**src/rtl/epp_gate_pkg.sv**
```systemverilog
package epp_gate_pkg;
  localparam logic [2:0] OFF_DATA  = 3'd0;
  localparam logic [2:0] OFF_STAT  = 3'd1;
  localparam logic [2:0] OFF_CTRL  = 3'd2;
  localparam logic [2:0] OFF_EADDR = 3'd3;
  localparam logic [2:0] OFF_EDATA = 3'd4;

  localparam logic [7:0] GATE_MASK = 8'h2F;
  localparam logic [7:0] GATE_WR   = 8'h04;
  localparam logic [7:0] GATE_RD   = 8'h24;
  localparam logic [5:0] CTRL_RST  = 6'h0C;

  typedef enum logic [1:0] {
    CYC_IDLE,
    CYC_STROBE,
    CYC_RELEASE,
    CYC_DONE
  } cyc_state_e;

  typedef struct packed {
    logic       wr;
    logic       is_addr;
    logic [2:0] nbytes;
  } cyc_req_t;
endpackage

```
**src/rtl/epp_port_regs.sv**
```systemverilog
module epp_port_regs
  import epp_gate_pkg::*;
(
  input  logic       clk_i,
  input  logic       rst_ni,
  input  logic       wr_i,
  input  logic [2:0] off_i,
  input  logic [7:0] wdata_i,
  input  logic       fail_i,
  input  logic [7:1] status_i,
  input  logic [7:0] pd_i,
  output logic [5:0] ctrl_o,
  output logic [7:0] dataw_o,
  output logic       flag_o,
  output logic [7:0] rdata_o
);
  always_ff @(posedge clk_i or negedge rst_ni) begin
    if (!rst_ni) begin
      ctrl_o  <= CTRL_RST;
      dataw_o <= 8'hFF;
      flag_o  <= 1'b0;
    end else begin
      if (fail_i) flag_o <= 1'b1;
      if (wr_i) begin
        case (off_i)
          OFF_DATA: dataw_o <= wdata_i;
          OFF_CTRL: ctrl_o  <= wdata_i[5:0];
          OFF_STAT: if (wdata_i[0]) flag_o <= 1'b0;
          default: ;
        endcase
      end
    end
  end

  always_comb begin
    case (off_i)
      OFF_DATA: rdata_o = ctrl_o[5] ? pd_i : dataw_o;
      OFF_STAT: rdata_o = {status_i, flag_o};
      OFF_CTRL: rdata_o = {2'b11, ctrl_o};
      default:  rdata_o = 8'hFF;
    endcase
  end
endmodule

```
**src/rtl/epp_gate_decode.sv**
```systemverilog
module epp_gate_decode
  import epp_gate_pkg::*;
#(
  parameter int unsigned ADDR_W = 11
) (
  input  logic [ADDR_W-1:0] addr_i,
  input  logic [1:0]        size_i,
  input  logic              we_i,
  input  logic [5:0]        ctrl_i,
  output logic              map_o,
  output logic              epp_o,
  output logic              ok_o,
  output cyc_req_t          cyc_o
);
  localparam int unsigned MID_W = ADDR_W - 4;

  logic [2:0]       off;
  logic [MID_W-1:0] mid;
  logic [7:0]       masked;

  assign off    = addr_i[2:0];
  assign mid    = addr_i[ADDR_W-2:3];
  assign map_o  = !addr_i[ADDR_W-1] && (mid == '0);
  assign epp_o  = map_o && (off == OFF_EADDR || off == OFF_EDATA);
  assign masked = {2'b00, ctrl_i} & GATE_MASK;
  assign ok_o   = we_i ? (masked == GATE_WR) : (masked == GATE_RD);

  always_comb begin
    cyc_o.wr      = we_i;
    cyc_o.is_addr = (off == OFF_EADDR);
    if (off == OFF_EADDR)   cyc_o.nbytes = 3'd1;
    else if (size_i == 2'd0) cyc_o.nbytes = 3'd1;
    else if (size_i == 2'd1) cyc_o.nbytes = 3'd2;
    else                     cyc_o.nbytes = 3'd4;
  end
endmodule

```
**src/rtl/epp_byte_seq.sv**
```systemverilog
module epp_byte_seq
  import epp_gate_pkg::*;
#(
  parameter int unsigned CNT_W = 16,
  parameter int unsigned BUS_W = 32
) (
  input  logic             clk_i,
  input  logic             rst_ni,
  input  logic             start_i,
  input  cyc_req_t         req_i,
  input  logic [BUS_W-1:0] wdata_i,
  input  logic [CNT_W-1:0] limit_i,
  input  logic             wait_i,
  input  logic [7:0]       pd_i,
  output logic             busy_o,
  output logic             done_o,
  output logic             fail_o,
  output logic [BUS_W-1:0] rbuf_o,
  output logic             addr_stb_o,
  output logic             data_stb_o,
  output logic             write_o,
  output logic [7:0]       pd_o
);
  localparam int unsigned NBYTES = BUS_W / 8;
  localparam int unsigned IDX_W  = $clog2(NBYTES);

  cyc_state_e       state;
  cyc_req_t         cur;
  logic [BUS_W-1:0] wbuf;
  logic [IDX_W-1:0] idx;
  logic [CNT_W-1:0] cnt;
  logic [CNT_W-1:0] lim_eff;
  logic             hit_lim;
  logic             last;

  assign lim_eff = (limit_i == '0) ? {{(CNT_W-1){1'b0}}, 1'b1} : limit_i;
  assign hit_lim = ({1'b0, cnt} + 1'b1) >= {1'b0, lim_eff};
  assign last    = ((IDX_W+1)'(idx) + 1'b1) == (IDX_W+1)'(cur.nbytes);

  always_ff @(posedge clk_i or negedge rst_ni) begin
    if (!rst_ni) begin
      state  <= CYC_IDLE;
      cur    <= '0;
      wbuf   <= '0;
      rbuf_o <= '1;
      idx    <= '0;
      cnt    <= '0;
    end else begin
      case (state)
        CYC_IDLE: if (start_i) begin
          cur    <= req_i;
          wbuf   <= wdata_i;
          rbuf_o <= '1;
          idx    <= '0;
          cnt    <= '0;
          state  <= CYC_STROBE;
        end
        CYC_STROBE: begin
          if (wait_i) begin
            if (!cur.wr) rbuf_o[{idx, 3'b000} +: 8] <= pd_i;
            state <= CYC_RELEASE;
          end else if (hit_lim) begin
            state <= CYC_DONE;
          end else begin
            cnt <= cnt + 1'b1;
          end
        end
        CYC_RELEASE: begin
          cnt <= '0;
          if (last) state <= CYC_DONE;
          else begin
            idx   <= idx + 1'b1;
            state <= CYC_STROBE;
          end
        end
        default: state <= CYC_IDLE;
      endcase
    end
  end

  assign busy_o     = (state != CYC_IDLE);
  assign done_o     = (state == CYC_DONE);
  assign fail_o     = (state == CYC_STROBE) && !wait_i && hit_lim;
  assign addr_stb_o = (state == CYC_STROBE) && cur.is_addr;
  assign data_stb_o = (state == CYC_STROBE) && !cur.is_addr;
  assign write_o    = (state == CYC_STROBE || state == CYC_RELEASE) && cur.wr;
  assign pd_o       = wbuf[{idx, 3'b000} +: 8];
endmodule

```
**src/rtl/epp_cycle_gate.sv**
```systemverilog
module epp_cycle_gate
  import epp_gate_pkg::*;
#(
  parameter int unsigned ADDR_W = 11,
  parameter int unsigned BUS_W  = 32,
  parameter int unsigned CNT_W  = 16
) (
  input  logic              clk_i,
  input  logic              rst_ni,
  input  logic              req_i,
  input  logic              we_i,
  input  logic [ADDR_W-1:0] addr_i,
  input  logic [1:0]        size_i,
  input  logic [BUS_W-1:0]  wdata_i,
  output logic [BUS_W-1:0]  rdata_o,
  output logic              ready_o,
  input  logic [CNT_W-1:0]  tmo_limit_i,
  input  logic [7:1]        status_i,
  output logic              dir_o,
  output logic [3:0]        ctrl_lines_o,
  output logic [7:0]        pd_o,
  input  logic [7:0]        pd_i,
  output logic              addr_stb_o,
  output logic              data_stb_o,
  output logic              write_o,
  input  logic              wait_i
);
  logic [5:0]       ctrl;
  logic [7:0]       dataw;
  logic             flag;
  logic [7:0]       reg_rd;
  logic             map, epp, ok;
  cyc_req_t         cyc;
  logic             busy, done, fail, start, reg_wr;
  logic [BUS_W-1:0] rbuf;
  logic [7:0]       seq_pd;

  epp_gate_decode #(.ADDR_W(ADDR_W)) u_dec (
    .addr_i (addr_i),
    .size_i (size_i),
    .we_i   (we_i),
    .ctrl_i (ctrl),
    .map_o  (map),
    .epp_o  (epp),
    .ok_o   (ok),
    .cyc_o  (cyc)
  );

  assign start  = !busy && req_i && epp && ok;
  assign reg_wr = !busy && req_i && we_i && map && !epp;

  epp_port_regs u_regs (
    .clk_i    (clk_i),
    .rst_ni   (rst_ni),
    .wr_i     (reg_wr),
    .off_i    (addr_i[2:0]),
    .wdata_i  (wdata_i[7:0]),
    .fail_i   (fail),
    .status_i (status_i),
    .pd_i     (pd_i),
    .ctrl_o   (ctrl),
    .dataw_o  (dataw),
    .flag_o   (flag),
    .rdata_o  (reg_rd)
  );

  epp_byte_seq #(.CNT_W(CNT_W), .BUS_W(BUS_W)) u_seq (
    .clk_i      (clk_i),
    .rst_ni     (rst_ni),
    .start_i    (start),
    .req_i      (cyc),
    .wdata_i    (wdata_i),
    .limit_i    (tmo_limit_i),
    .wait_i     (wait_i),
    .pd_i       (pd_i),
    .busy_o     (busy),
    .done_o     (done),
    .fail_o     (fail),
    .rbuf_o     (rbuf),
    .addr_stb_o (addr_stb_o),
    .data_stb_o (data_stb_o),
    .write_o    (write_o),
    .pd_o       (seq_pd)
  );

  assign ready_o = done || (!busy && req_i && !start);

  always_comb begin
    if (done)     rdata_o = rbuf;
    else if (epp) rdata_o = '1;
    else if (map) rdata_o = {{(BUS_W-8){1'b0}}, reg_rd};
    else          rdata_o = {{(BUS_W-8){1'b0}}, 8'hFF};
  end

  assign dir_o        = ctrl[5];
  assign ctrl_lines_o = ctrl[3:0];
  assign pd_o         = write_o ? seq_pd : dataw;

  // flag is internal; only its effect on status reads is observable
  logic unused_flag;
  assign unused_flag = flag;
endmodule

```
**config.mk**
```make
export PLATFORM = sky130hd
export DESIGN_NAME = epp_cycle_gate
export DESIGN_NICKNAME = d
export VERILOG_FILES = /design/src/rtl/epp_gate_pkg.sv /design/src/rtl/epp_port_regs.sv /design/src/rtl/epp_gate_decode.sv /design/src/rtl/epp_byte_seq.sv /design/src/rtl/epp_cycle_gate.sv
export SDC_FILE = /design/constraint.sdc
export NUM_CORES = 1
export LEC_CHECK = 0
export BUFFER_PORTS_ARGS = -buffer_cell sky130_fd_sc_hd__buf_2
export CAP_MARGIN = 10
export CORE_MARGIN = 1
export CORE_UTILIZATION = 56
export DETAILED_ROUTE_END_ITERATION = 10
export PLACE_DENSITY = 0.85
export SLEW_MARGIN = 20
export SYNTH_ARGS = -nofsm -noshare
export SYNTH_HDL_FRONTEND = slang
export SYNTH_SLANG_ARGS = --single-unit
```
**constraint.sdc**
```tcl
create_clock -name clk_i -period 4.6 [get_ports clk_i]
set_clock_uncertainty 0.1 [all_clocks]
set_input_delay 0 -clock clk_i [delete_from_list [all_inputs] [get_ports clk_i]]
set_output_delay 0 -clock clk_i [all_outputs]
set_load 0.005 [all_outputs]
```
==> results of run 1 <==
-- logic make-up after synthesis --
family,Yosys count
XOR/XNOR,18
buffers and inverters,90
multiplexers,81
adder cells (fa/ha/maj),25
flip-flops,104
AO/OA/AOI/OAI,128
AND/OR/NAND/NOR,197
-- registers in the layout (all words and copies together) (netlist names) --
| name | flops |
|---|---|
| u_regs.ctrl_o | 6 |
| u_regs.dataw_o | 8 |
| u_regs.flag_o | 1 |
| u_seq.cnt | 16 |
| u_seq.cur | 5 |
| u_seq.idx | 2 |
| u_seq.rbuf_o | 32 |
| u_seq.state | 2 |
| u_seq.wbuf | 32 |
-- worst paths after layout --
kind	from	to	slack (ps)
max in group asynchronous	rst_ni	u_seq.cnt[2]	3180
hold / removal	addr_i[3]	u_regs.flag_o	70
hold reg to reg	u_seq.rbuf_o[19]	u_seq.rbuf_o[19]	410
setup reg to reg	u_seq.cnt[0]	u_seq.cnt[2]	830
min in group asynchronous	rst_ni	u_seq.wbuf[9]	80
setup / recovery	u_seq.cnt[0]	u_seq.cnt[2]	830
-- worst reg2reg max path, cell delays in order, from the launching register on --
cell       delay, ps
dfrtp_1          430
ha_1             230
nand2_1           90
nor3_1           470
nand3_1          190
xnor2_1          180
ha_1             280
and2_2           150
nand2_1           60
or3_1            410
o311a_4          430
a31oi_2          490
o2bb2ai_1        180
-- power groups by stage --
stage / registers, W / logic, W / clock network (W)
4_1_cts: 0.00126 / 0.00121 / 0.000616
2_1_floorplan: 0.00121 / 0.000923 / 0
5_1_grt: 0.00129 / 0.00135 / 0.000662
6_report: 0.00127 / 0.00122 / 0.000617
3_5_place_dp: 0.00128 / 0.00117 / 0
3_3_place_gp: 0.00127 / 0.00112 / 0
-- area by class of cell --
class | count | share of cell area
clock buffers | 9 | 0.0162
clock inverters | 7 | 0.0111
inverters | 54 | 0.0265
multi-input cells | 449 | 0.424
flip-flops and latches | 104 | 0.347
well taps | 140 | 0.0229
repair buffers | 182 | 0.152
-- placed cells by master (no fill, tap or decap), types with 6 or more instances in the layout --
| cell | Yosys | routed |
|---|---|---|
| ha_1 | 25 | 25 |
| mux4_2 | 8 | 8 |
| nor2_1 | 50 | 50 |
| o21ai_0 | 14 | 14 |
| xnor2_1 | 9 | 9 |
| o2bb2ai_1 | 8 | 8 |
| mux2_2 | 58 | 58 |
| clkbuf_8 | 0 | 9 |
| nand3_1 | 11 | 11 |
| nand2_1 | 83 | 83 |
| dfrtp_1 | 62 | 62 |
| dfstp_2 | 42 | 42 |
| inv_1 | 54 | 54 |
| buf_4 | 9 | 7 |
| dlygate4sd3_1 | 0 | 47 |
| and3_1 | 7 | 7 |
| a21oi_1 | 48 | 48 |
| buf_2 | 4 | 128 |
| a31oi_1 | 33 | 33 |
| nor4_1 | 6 | 6 |
| nand4_1 | 6 | 6 |
| mux2i_1 | 15 | 15 |
| nor3_1 | 9 | 9 |
| xor2_1 | 9 | 9 |
-- per-stage QoR --
step,setup slack (ps),cell area [um^2],hold slack [ps],utilization,total power [W]
after floorplan,1410,6280,-396,-,0.00213
after global placement,1030,6960,-41.2,0.639,0.00239
after detailed placement,879,6960,-35.0,0.639,0.00245
after CTS,825,7640,62.5,0.701,0.00309
after global routing,540,7640,84.4,0.702,0.00330
final,828,7640,67.6,0.702,0.00310
-- layer usage --
metal	GRT usage	up-vias
met5	0	-
met1	0.366	2677
met4	0.124	0
met3	0.0524	38
met2	0.522	189
li1	-	2567
==> metrics.txt, run 1 <==
outcome=finished, final reports clean; Synth Area per Inst=about 9.8 um^2; Cells after DPL=882; number of buffers and inverters on the critical path=0; die height=about 110 um; Post-Synth Simple-Gate Area=0.150; max incr delay on CP=roughly 500 ps; clock share of power=0.199; post-synthesis xor/xnor area fraction=0.0251; Hold Crit Class=input port to flip-flop; cell taking the most area after synthesis=dfrtp_1; post-synthesis compound-gate area fraction=0.133; Initial DRC Count=348; cell family with most CP delay=simple AND/OR/NAND/NOR gates; Synth Net Count=about 750; number of synthesized flops with an enable pin=0; number of global-route vias before repair=about 5,600; leakage=between 3 and 4 nW; row count=38; largest net degree at the start of global routing=55; # setup viols final=0; pwr/cell area=about 400 nW/um^2; GP Congestion=~0.9; Crit Path Class=flip-flop to flip-flop; drt total wl=roughly 16,000 um; Core Area=10,900 um^2; total clock sinks=roughly 100; post-synthesis cell area=roughly 6300 um^2; RSZ-0062 raised after global routing=false; Yosys warning count=0; Flop pwr share=0.408; Slew Limit Fails=0; Post-synth top cells=nand2_1 (83), dfrtp_1 (62), mux2_2 (58), inv_1 (54), nor2_1 (50); worst slew pin tran=894 ps; Synth Flop Type=dfrtp_1; worst-path maximum fanout=8; max-cap violations=0; Reg area=2660 um^2; worst r2r path cells=12; layout cells sized above 1=0.338; Final TNS setup=0 ps; post-route ant nets=0; Tot GR Track Use=0.299; port buffer count=129; global-route wire length before repair=26,800 um; # nets final=~910; final hold vios=0; Initial Util=0.577; Final Critical Period=between 3000 and 4000 ps; CP Depth=12; Net Sw Frac=0.399; post-synthesis mux area share=0.156; worst path cell trace=ha_1 > nand2_1 > nor3_1 > nand3_1 > xnor2_1 > ha_1 > and2_2 > nand2_1 > or3_1 > o311a_4 > a31oi_2 > o2bb2ai_1; CTS buffer count=9; count leader, synth=nand2_1; Post-CTS Setup Inserts=0; Clock Tree Buf Depth=2; Die Wd=about 110 um; Worst slew margin=0.400; async set-reset flop share out of synthesis=1.00; met3 WL=between 800 and 900 um; Worst EP required=between 4000 and 5000 ps; global route overflow=0; HPWL Detailed=11,200 um; Psw=about 0.0012 W; I/O pin count=130; Comb pwr share=0.393; Post-route DRC=0; Synth top area share=0.247; P_int=around 0.0019 W; clock-pin slew on the worst setup and hold paths=100 ps; Synth area leaders=dfrtp_1 (25%), dfstp_2 (18%), mux2_2 (10%); #FFs+latches synth=~100; synth unique cells=56; endpoint type of the worst setup path=flip-flop; met2 routed WL=8340 um; post-cts sizing count=0; Root Buffer=clkbuf_8; critical path launch point type=flip-flop; H-Tree Depth=3; die area=approximately 12,000 um^2; fin crit share=0.820; area of the multi-input gates=3240 um^2; worst skew pair latency=between 300 and 400 ps; post-synthesis sequential area ratio=0.422; VDD IR max=about 0.25 mV; hold buffers post-CTS=47; Area growth syn-to-layout=21.6%; metal1 wirelength=around 6700 um; vias per cell=roughly 5.8; highest metal used=met4; antenna cell count=0; largest family of logic cells by synthesized area=multiplexers; slowest stage cell, crit path=a31oi_2; Post-Synth Adder-Cell Area=0.0498; Syn Inst Count=approximately 640; Fmax achieved=~0.27 GHz; fin cells=945; WHS Path Cells=5; via count=5,471; initial antenna violation count=0; CTS tree=done; drt first pass iters=5; Layout fillers=around 770; wire per inst=around 17 um; CP arrival=about 4000 ps
No activity file was read; power rests on OpenSTA's default activity.
==> run 2, diff against run 1 <==
- clock period: 4.6 -> 3.7 ns (I/O delays scaled with it)
==> run 2 against run 1 <==
Net effect:
- critical path depth rose by 1
- design area is 0.34% higher
- sequential power is 24% higher
- die area unchanged
- global-route usage fell by 0.24 points
- maximum frequency rose by 7.9%
- routed wire length is 3.0% higher
- count of clock-buffer cells in the layout increased by 1
- total power increased by 26%
- cell count up 0.42%
- via count grew 0.95%
- critical path type unchanged
- largest cell class unchanged
==> metrics.txt, run 2 (same netlist as run 1, synthesis figures left out) <==
outcome=finished, final reports clean; Final TNS setup=0 ps (unchanged); commonest non-fill, non-tap cell in the layout=buf_2; CTS buffer count=9 (unchanged); number of global-route vias before repair=5,481 (-1.5%); Die Wd=108 um (unchanged); Post-CTS Setup Inserts=0 (unchanged); Root Buffer=clkbuf_8; VDD IR max=0.365 mV (+44%); H-Tree Depth=3 (unchanged); Layout fillers=747 (-2.5%); Area growth syn-to-layout=22.0%; via count=5,523 (+0.95%); dpl ws=207 ps (-673 ps); Core Area=10,900 um^2 (unchanged); GP Congestion=0.922 (about the same); Worst slew margin=0.392 (-0.00778); Crit Path Class=flip-flop to flip-flop; final hold vios=0 (unchanged); Initial DRC Count=542 (+56%); global route overflow=0 (unchanged); Post-route DRC=0 (unchanged); Fmax achieved=0.286 GHz (+7.9%); post-route ant nets=0 (unchanged); wire per inst=17.8 um (+2.6%); drt first pass iters=5 (unchanged); # nets final=909 (+0.33%); pwr/cell area=508 nW/um^2 (+25%); # setup viols final=0 (unchanged); global-route wire length before repair=26,400 um (-1.5%); row count=38 (unchanged); area of the multi-input gates=3240 um^2 (+0.19%); clock-pin slew on the worst setup and hold paths=110 ps (about the same); fin crit share=0.945 (+0.125); Clock Tree Buf Depth=2 (unchanged); largest net degree at the start of global routing=74 (+35%); worst skew pair latency=380 ps (about the same); CP arrival=3650 ps (-310 ps); die height=108 um (unchanged); port buffer count=129 (unchanged); layout cells sized above 1=0.340 (+0.00246); hold path startpoint=addr_i[4]; leakage=3.87 nW (+0.17%); Slew Limit Fails=0 (unchanged); Worst EP required=3860 ps (-930 ps); crit path launch=u_seq.cnt[0]; CTS tree=done; Hold Crit Class=input port to flip-flop; critical path launch point type=flip-flop; max-cap violations=0 (unchanged); Final Critical Period=3490 ps (-277 ps); total clock sinks=104 (unchanged); drt total wl=16,900 um (+3.0%); commonest non-fill, non-tap cells in the layout=buf_2 (128), nand2_1 (83), dfrtp_1 (62), mux2_2 (58), inv_1 (54); Final WS setup=205 ps (-623 ps); Tot GR Track Use=0.297 (-0.00237); Largest regs=u_seq.rbuf_o: 32 flops, u_seq.wbuf: 32 flops, u_seq.cnt: 16 flops; die area=11,700 um^2 (unchanged); vias per cell=5.82 (+0.52%); I/O pin count=130 (unchanged); worst slew pin tran=912 ps (+18.6 ps); HPWL Detailed=11,000 um (-2.0%); Reg area=2660 um^2 (unchanged); initial antenna violation count=1 (+1); endpoint type of the worst setup path=flip-flop; RSZ-0062 raised after global routing=false; worst-path maximum fanout=8 (unchanged); Initial Util=0.577 (unchanged); worst r2r src=u_seq.cnt[0]
[run 2: cell count changes in the layout (fill, tap and decap cells not counted), sizes merged]
cell	change
nand3	+1
buf	+2
clkinv	-3
clkbuf	+1
diode	+1
clkinvlp	+2
[run 2: worst paths after layout]
| path | endpoint | slack, ps | cells past startpoint |
|---|---|---|---|
| max | u_seq.cnt[4] | 210 | 13 |
| min | u_regs.flag_o | 40 | 5 |
| max reg2reg | u_seq.cnt[4] | 210 | 13 |
| min reg2reg | u_seq.rbuf_o[10] | 410 | 2 |
| max in group asynchronous | u_seq.rbuf_o[22] | 2290 | 3 |
| min in group asynchronous | u_seq.wbuf[28] | 170 | 2 |
[run 2: final cells by class]
class                      count  share of cell area
inverter                      54              0.0264
clock inverter                 6             0.00963
multi-input combinational    450               0.423
clock buffer                  10              0.0179
tap                          140              0.0228
sequential                   104               0.346
antenna                        1            0.000326
timing repair buffer         184               0.154
[run 2: through the flow]
step                hold slack (ps)  cells  total power [W]  cell area, um^2  utilization
finish                         44.7    949          0.00389             7670        0.704
global route                   69.8    949          0.00413             7670        0.704
floorplan                      -396    643          0.00265             6280            -
global placement               62.7    884          0.00297             6970        0.640
detailed placement             74.7    884          0.00305             6970        0.640
CTS                            24.2    947          0.00385             7650        0.703
[run 2: repair_timing]
| action | CTS | global route |
|---|---|---|
| endpoints found under the hold margin | 141 | 0 |
| hold buffers | 47 | 0 |
| endpoints found under the setup margin | 0 | 9 |
| resized for setup | 0 | 2 |
[run 2: where the power goes]
group          leakage (nW)  total [W]  internal (W)  switching, W
Sequential             1.30    0.00158       0.00141      0.000178
Clock                 0.101   0.000771      0.000341      0.000429
Combinational          2.47    0.00154      0.000593      0.000947
[run 2: per-layer routing]
metal / wire length, um / global-route usage / vias up
met4: 537 / 0.144 / 0
met5: 0 / 0 / -
li1: - / - / 2575
met2: 8430 / 0.509 / 270
met3: 1100 / 0.0542 / 54
met1: 6790 / 0.361 / 2624
[run 2: worst max-delay path, stage by stage (launching register included)]
cell,delay (ps)
dfrtp_1,440
ha_2,250
nand2_1,90
nor3_1,260
buf_4,180
nand3_1,90
xnor2_1,210
ha_1,270
and2_2,190
a221o_1,320
a31oi_1,240
o311a_4,300
nand3_2,250
mux2i_1,190
